### config.mk
export PLATFORM = sky130hd
export DESIGN_NAME = irq_resolver
export DESIGN_NICKNAME = d
export VERILOG_FILES = /design/src/rtl/irq_pkg.sv /design/src/rtl/irq_prio_pick.sv /design/src/rtl/irq_pend_reg.sv /design/src/rtl/irq_svc_reg.sv /design/src/rtl/irq_resolver.sv
export SDC_FILE = /design/constraint.sdc
export NUM_CORES = 1
export LEC_CHECK = 0
export ABC_AREA = 1
export BUFFER_PORTS_ARGS = -buffer_cell sky130_fd_sc_hd__buf_2
export CORE_MARGIN = 8
export CORE_UTILIZATION = 48
export CTS_BUF_LIST = sky130_fd_sc_hd__clkbuf_16
export CTS_CLUSTER_DIAMETER = 100
export DETAILED_ROUTE_END_ITERATION = 8
export PLACE_DENSITY = 0.87
export SYNTH_ARGS = -nofsm -noshare
export SYNTH_HDL_FRONTEND = slang
export SYNTH_SLANG_ARGS = --single-unit
### constraint.sdc
create_clock -name clk -period 1.8 [get_ports clk]
set_input_delay 0 -clock clk [delete_from_list [all_inputs] [get_ports clk]]
set_output_delay 0 -clock clk [all_outputs]
set_load 0.01 [all_outputs]
### src/rtl/irq_pkg.sv
package irq_pkg;
  localparam int unsigned NUM_LVL = 8;
  localparam int unsigned LVL_W   = $clog2(NUM_LVL);
endpackage

### src/rtl/irq_prio_pick.sv
module irq_prio_pick #(
  parameter int unsigned N = 8,
  parameter int unsigned W = $clog2(N)
) (
  input  logic [N-1:0] vec_i,
  output logic         any_o,
  output logic [W-1:0] idx_o,
  output logic [N-1:0] one_o
);
  logic [N:0] seen;

  assign seen[0] = 1'b0;

  generate
    for (genvar g = 0; g < N; g++) begin : g_chain
      assign one_o[g]  = vec_i[g] & ~seen[g];
      assign seen[g+1] = seen[g] | vec_i[g];
    end
  endgenerate

  assign any_o = seen[N];

  always_comb begin
    idx_o = '0;
    for (int i = 0; i < N; i++) begin
      if (one_o[i]) idx_o = idx_o | W'(i);
    end
  end
endmodule

### src/rtl/irq_pend_reg.sv
module irq_pend_reg #(
  parameter int unsigned N = 8
) (
  input  logic         clk,
  input  logic         rst_n,
  input  logic [N-1:0] line_i,
  input  logic [N-1:0] clr_i,
  output logic [N-1:0] q_o
);
  logic [N-1:0] pend_d;

  always_comb begin
    pend_d = (q_o | line_i) & ~clr_i;
  end

  always_ff @(posedge clk or negedge rst_n) begin
    if (!rst_n) q_o <= '0;
    else        q_o <= pend_d;
  end
endmodule

### src/rtl/irq_svc_reg.sv
module irq_svc_reg #(
  parameter int unsigned N = 8
) (
  input  logic         clk,
  input  logic         rst_n,
  input  logic [N-1:0] set_i,
  input  logic [N-1:0] clr_i,
  output logic [N-1:0] q_o
);
  logic [N-1:0] svc_d;
  logic         svc_en;

  always_comb begin
    svc_en = |(set_i | clr_i);
    svc_d  = (q_o & ~clr_i) | set_i;
  end

  always_ff @(posedge clk or negedge rst_n) begin
    if (!rst_n)      q_o <= '0;
    else if (svc_en) q_o <= svc_d;
  end
endmodule

### src/rtl/irq_resolver.sv
module irq_resolver
  import irq_pkg::*;
#(
  parameter int unsigned N_LVL = NUM_LVL,
  localparam int unsigned LW   = $clog2(N_LVL)
) (
  input  logic             clk,
  input  logic             rst_n,
  input  logic [N_LVL-1:0] req_i,
  input  logic             mask_we_i,
  input  logic [N_LVL-1:0] mask_d_i,
  input  logic             ack_i,
  input  logic             eoi_i,
  output logic             irq_o,
  output logic [LW-1:0]    win_lvl_o,
  output logic [N_LVL-1:0] req_o,
  output logic [N_LVL-1:0] svc_o,
  output logic [N_LVL-1:0] mask_o
);
  logic [1:0]       rst_sync;
  logic             rst_core_n;
  logic [N_LVL-1:0] mask_d;
  logic [N_LVL-1:0] cand;
  logic             win_any, svc_any;
  logic [LW-1:0]    win_idx, svc_idx;
  logic [N_LVL-1:0] win_one, svc_one;
  logic [N_LVL-1:0] take_vec, retire_vec;
  logic             take;

  always_ff @(posedge clk or negedge rst_n) begin
    if (!rst_n) rst_sync <= 2'b00;
    else        rst_sync <= {rst_sync[0], 1'b1};
  end
  assign rst_core_n = rst_sync[1];

  always_comb begin
    mask_d = mask_we_i ? mask_d_i : mask_o;
  end

  always_ff @(posedge clk or negedge rst_core_n) begin
    if (!rst_core_n)    mask_o <= '0;
    else if (mask_we_i) mask_o <= mask_d;
  end

  assign cand = req_o & ~mask_o;

  irq_prio_pick #(.N(N_LVL), .W(LW)) u_pick_req (
    .vec_i (cand),
    .any_o (win_any),
    .idx_o (win_idx),
    .one_o (win_one)
  );

  irq_prio_pick #(.N(N_LVL), .W(LW)) u_pick_svc (
    .vec_i (svc_o),
    .any_o (svc_any),
    .idx_o (svc_idx),
    .one_o (svc_one)
  );

  always_comb begin
    irq_o      = win_any && (!svc_any || (win_idx < svc_idx));
    take       = ack_i && irq_o;
    take_vec   = take  ? win_one : '0;
    retire_vec = eoi_i ? svc_one : '0;
  end

  assign win_lvl_o = win_idx;

  irq_pend_reg #(.N(N_LVL)) u_pend (
    .clk    (clk),
    .rst_n  (rst_core_n),
    .line_i (req_i),
    .clr_i  (take_vec),
    .q_o    (req_o)
  );

  irq_svc_reg #(.N(N_LVL)) u_svc (
    .clk    (clk),
    .rst_n  (rst_core_n),
    .set_i  (take_vec),
    .clr_i  (retire_vec),
    .q_o    (svc_o)
  );
endmodule

==> impl_metrics.py <==
metrics = {
    "floorplanning": {
        "die_x_um": 68.8,
        "start_util": 0.493,
        "dieArea_um2": 4730,
        "core_area_um2": 2710,
        "row_count": 19,
        "fp.dieH_um": 68.8,
        "ios": 49,
    },
    "yosys": {
        "synthTopCellsByArea": "dfrtp_1, nand2_1, inv_1, o21ai_0, nand4_1",
        "synthCells": 169,
        "yosys_warnings": 0,
        "synth_top_area_share": 0.487,
        "synth_commonest_cells": "nand2_1, inv_1, dfrtp_1, nor2_1, o21ai_0",
        "synth_fp_nets": 192,
        "yosysMostFrequentCell": "nand2_1",
        "synth-edff-count": 0,
        "ys_seq_area_frac": 0.487,
        "async_flop_share": 1.00,
        "ys_seq_elements": 26,
        "synth_area_per_cell_um2": 7.91,
        "synth-main-ff-cell": "dfrtp_1",
        "synth_area_um2": 1340,
        "synthDistinctLibCells": 23,
        "netlist.top_cell.by_area": "dfrtp_1",
    },
    "clocking": {
        "cts_tree": "yes",
        "clk_pin_slew_ns": 0.06,
        "clock-sinks": 26,
        "h-tree-depth": 1,
        "cts_root_buf": "clkbuf_16",
        "cts_buffers": 3,
        "clk_latency_ns": 0.26,
        "cts_buffer_depth": 2,
    },
    "flow_run": {
        "drv_cap": 0,
    },
    "global_route": {
        "use_met1": 0.331,
        "grt_pass1_wl_um": 9650,
        "use_met3": 0.0679,
        "gr-usage-met2": 0.470,
        "grt_pass1_vias": 1888,
        "antenna_found_initial": 0,
        "grt_max_degree": 15,
        "grt_overflow": 0,
        "track_usage": 0.283,
        "grt.busiest_layer": "met2",
    },
    "routing": {
        "routedWlPerCell_um": 21.1,
        "wl_um": 6720,
        "vias_per_cell": 5.87,
        "remaining_drc_errors": 0,
        "drtIter0Drc": 217,
        "vias": 1866,
        "drt.antenna.violating_nets": 0,
        "drt-pass1-iter-count": 5,
    },
    "worst_setup_path": {
        "cp_cell_sequence": "nand2_2 -> nand4_1 -> nor2_2 -> nand2_2 -> nor2_4 -> inv_4 -> nand3_4 -> ha_4 -> nand2_2 -> inv_2 -> nand2_2 -> nand2_4 -> nand2_4 -> buf_6 -> nand4_1 -> nand2_1 -> inv_2",
        "crit_path_top_delay_cell": "dfrtp_1",
        "critPathCaptureType": "register",
        "required_ns": 1.95,
        "arrival_ns": 2.63,
        "critPathMaxFanout": 7,
        "critPathKind": "reg -> reg",
        "worstSetupStartpoint": "u_pend.q_o[1]",
        "slowest_delay_ns": 0.44,
        "r2r_start": "u_pend.q_o[1]",
        "startpoint_type": "register",
        "cp_common_cell": "nand2_2",
    },
    "sta": {
        "hold_viol_final": 0,
        "tightest_slew_ns": 0.546,
        "final_max_slew_viol_count": 0,
        "max-slew-margin-rel": 0.636,
        "fmax_ghz": 0.404,
        "min_period_over_period": 1.38,
        "rsz0062_at_grt": "true",
        "min_period_ns": 2.48,
        "skew_ns": 0.00296,
        "setup_ws_ns": -0.677,
        "setup_violations": 20,
    },
    "placement": {
        "dp_hpwl_um": 3250,
        "port-buffer-count": 48,
        "gp_congestion": 0.894,
    },
    "power": {
        "p_total_mw": 3.32,
        "powerDensity_nw_per_um2": 1370,
        "p_leak_nw": 1.31,
        "ir_drop_uv": 1370,
    },
    "final_layout": {
        "final_nets": 312,
        "area_growth_pct": 81.1,
        "multi_input_area_um2": 703,
        "utilization": 0.893,
        "num_antenna_cells": 0,
        "ff_latch_area_um2": 651,
        "fill_cells": 123,
        "drive_gt1_frac": 0.544,
    },
    "worst_hold_path": {
        "hold_path_class": "in -> reg",
        "hp-start": "req_i[4]",
    },
    "status": {
        "status": "finished with violations",
        "violations": "setup timing",
    },
}
==> registers in the layout, summed over array words and instances, names as in the netlist <==
register    cells
mask_o          8
u_svc.q_o       8
rst_sync        2
u_pend.q_o      8
==> power breakdown <==
part	total, mW	internal (mW)	switching, mW
registers	0.799	0.694	0.105
logic	2.04	0.913	1.12
clock network	0.490	0.294	0.195
total	3.32	1.90	1.42
==> cells by family (layout without fill, tap and decap cells) <==
kind of cell,Yosys count,count (layout),synth area share
AND/OR/NAND/NOR,85,85,0.302
buffers and inverters,33,151,0.0936
flip-flops,26,26,0.487
AO/OA/AOI/OAI,20,20,0.0787
adder cells (fa/ha/maj),2,2,0.0187
multiplexers,2,2,0.0169
other,1,1,0.00281
==> metal layers <==
metal,vias to the layer above,share of wire
li1,776,-
met3,56,0.11
met1,851,0.35
met2,183,0.48
met4,0,0.061
met5,-,0
==> path summary, 6_finish.rpt <==
path | to | slack, ns | cells after the start
setup / recovery | u_pend.q_o[1] | -0.68 | 17
hold / removal | u_pend.q_o[4] | 0.02 | 4
setup reg to reg | u_pend.q_o[1] | -0.68 | 17
hold reg to reg | u_pend.q_o[0] | 0.22 | 0
max in group asynchronous | u_svc.q_o[5] | 0.96 | 1
min in group asynchronous | rst_sync[0] | 0.05 | 2
==> placed cells by master, fill, tap and decap left out, types with 6 or more instances in the layout <==
cell and count:
buf_2 46, buf_4 49, buf_6 12, dfrtp_1 26, dlygate4sd3_1 10, inv_1 25
nand2_1 26, nand2_2 9, nand4_1 10, nor2_1 10, nor2_2 6, o21ai_0 11
or2_2 8
==> worst max-delay path, delay by kind of cell, from the launching register on <==
kind / cells / cell delay (ns)
AND/OR/NAND/NOR: 12 / 1.43
buffers and inverters: 4 / 0.30
flip-flops: 1 / 0.44
adder cells (fa/ha/maj): 1 / 0.21
==> area by class of cell <==
type	count	area share
tap	31	0.0160
multi-input combinational	110	0.291
inverter	31	0.0491
timing repair buffer	117	0.344
clock buffer	3	0.0310
sequential	26	0.269
==> metrics by stage <==
stage          setup TNS [ns]  instance area (um^2)  instances  worst slack (ns)  hold WS [ns]
2_1_floorplan           -1.90                  1360        169            -0.141        -0.296
3_3_place_gp            -3.18                  1900        281            -0.250        -0.213
3_5_place_dp            -5.03                  1900        281            -0.383        -0.210
4_1_cts                 -5.76                  2290        313            -0.412        0.0156
5_1_grt                -10.94                  2420        318            -0.753        0.0301
6_report                -9.37                  2420        318            -0.677        0.0174
==> timing repair <==
item / in CTS / in global routing
hold endpoints to repair: 11 / 0
resized for setup: 25 / 24
setup endpoints to repair: 17 / 20
pin swaps: 19 / 18
cloned: 0 / 0
hold buffers: 10 / 0
buffers inserted: 22 / 7
No activity file was read; power rests on OpenSTA's default activity.
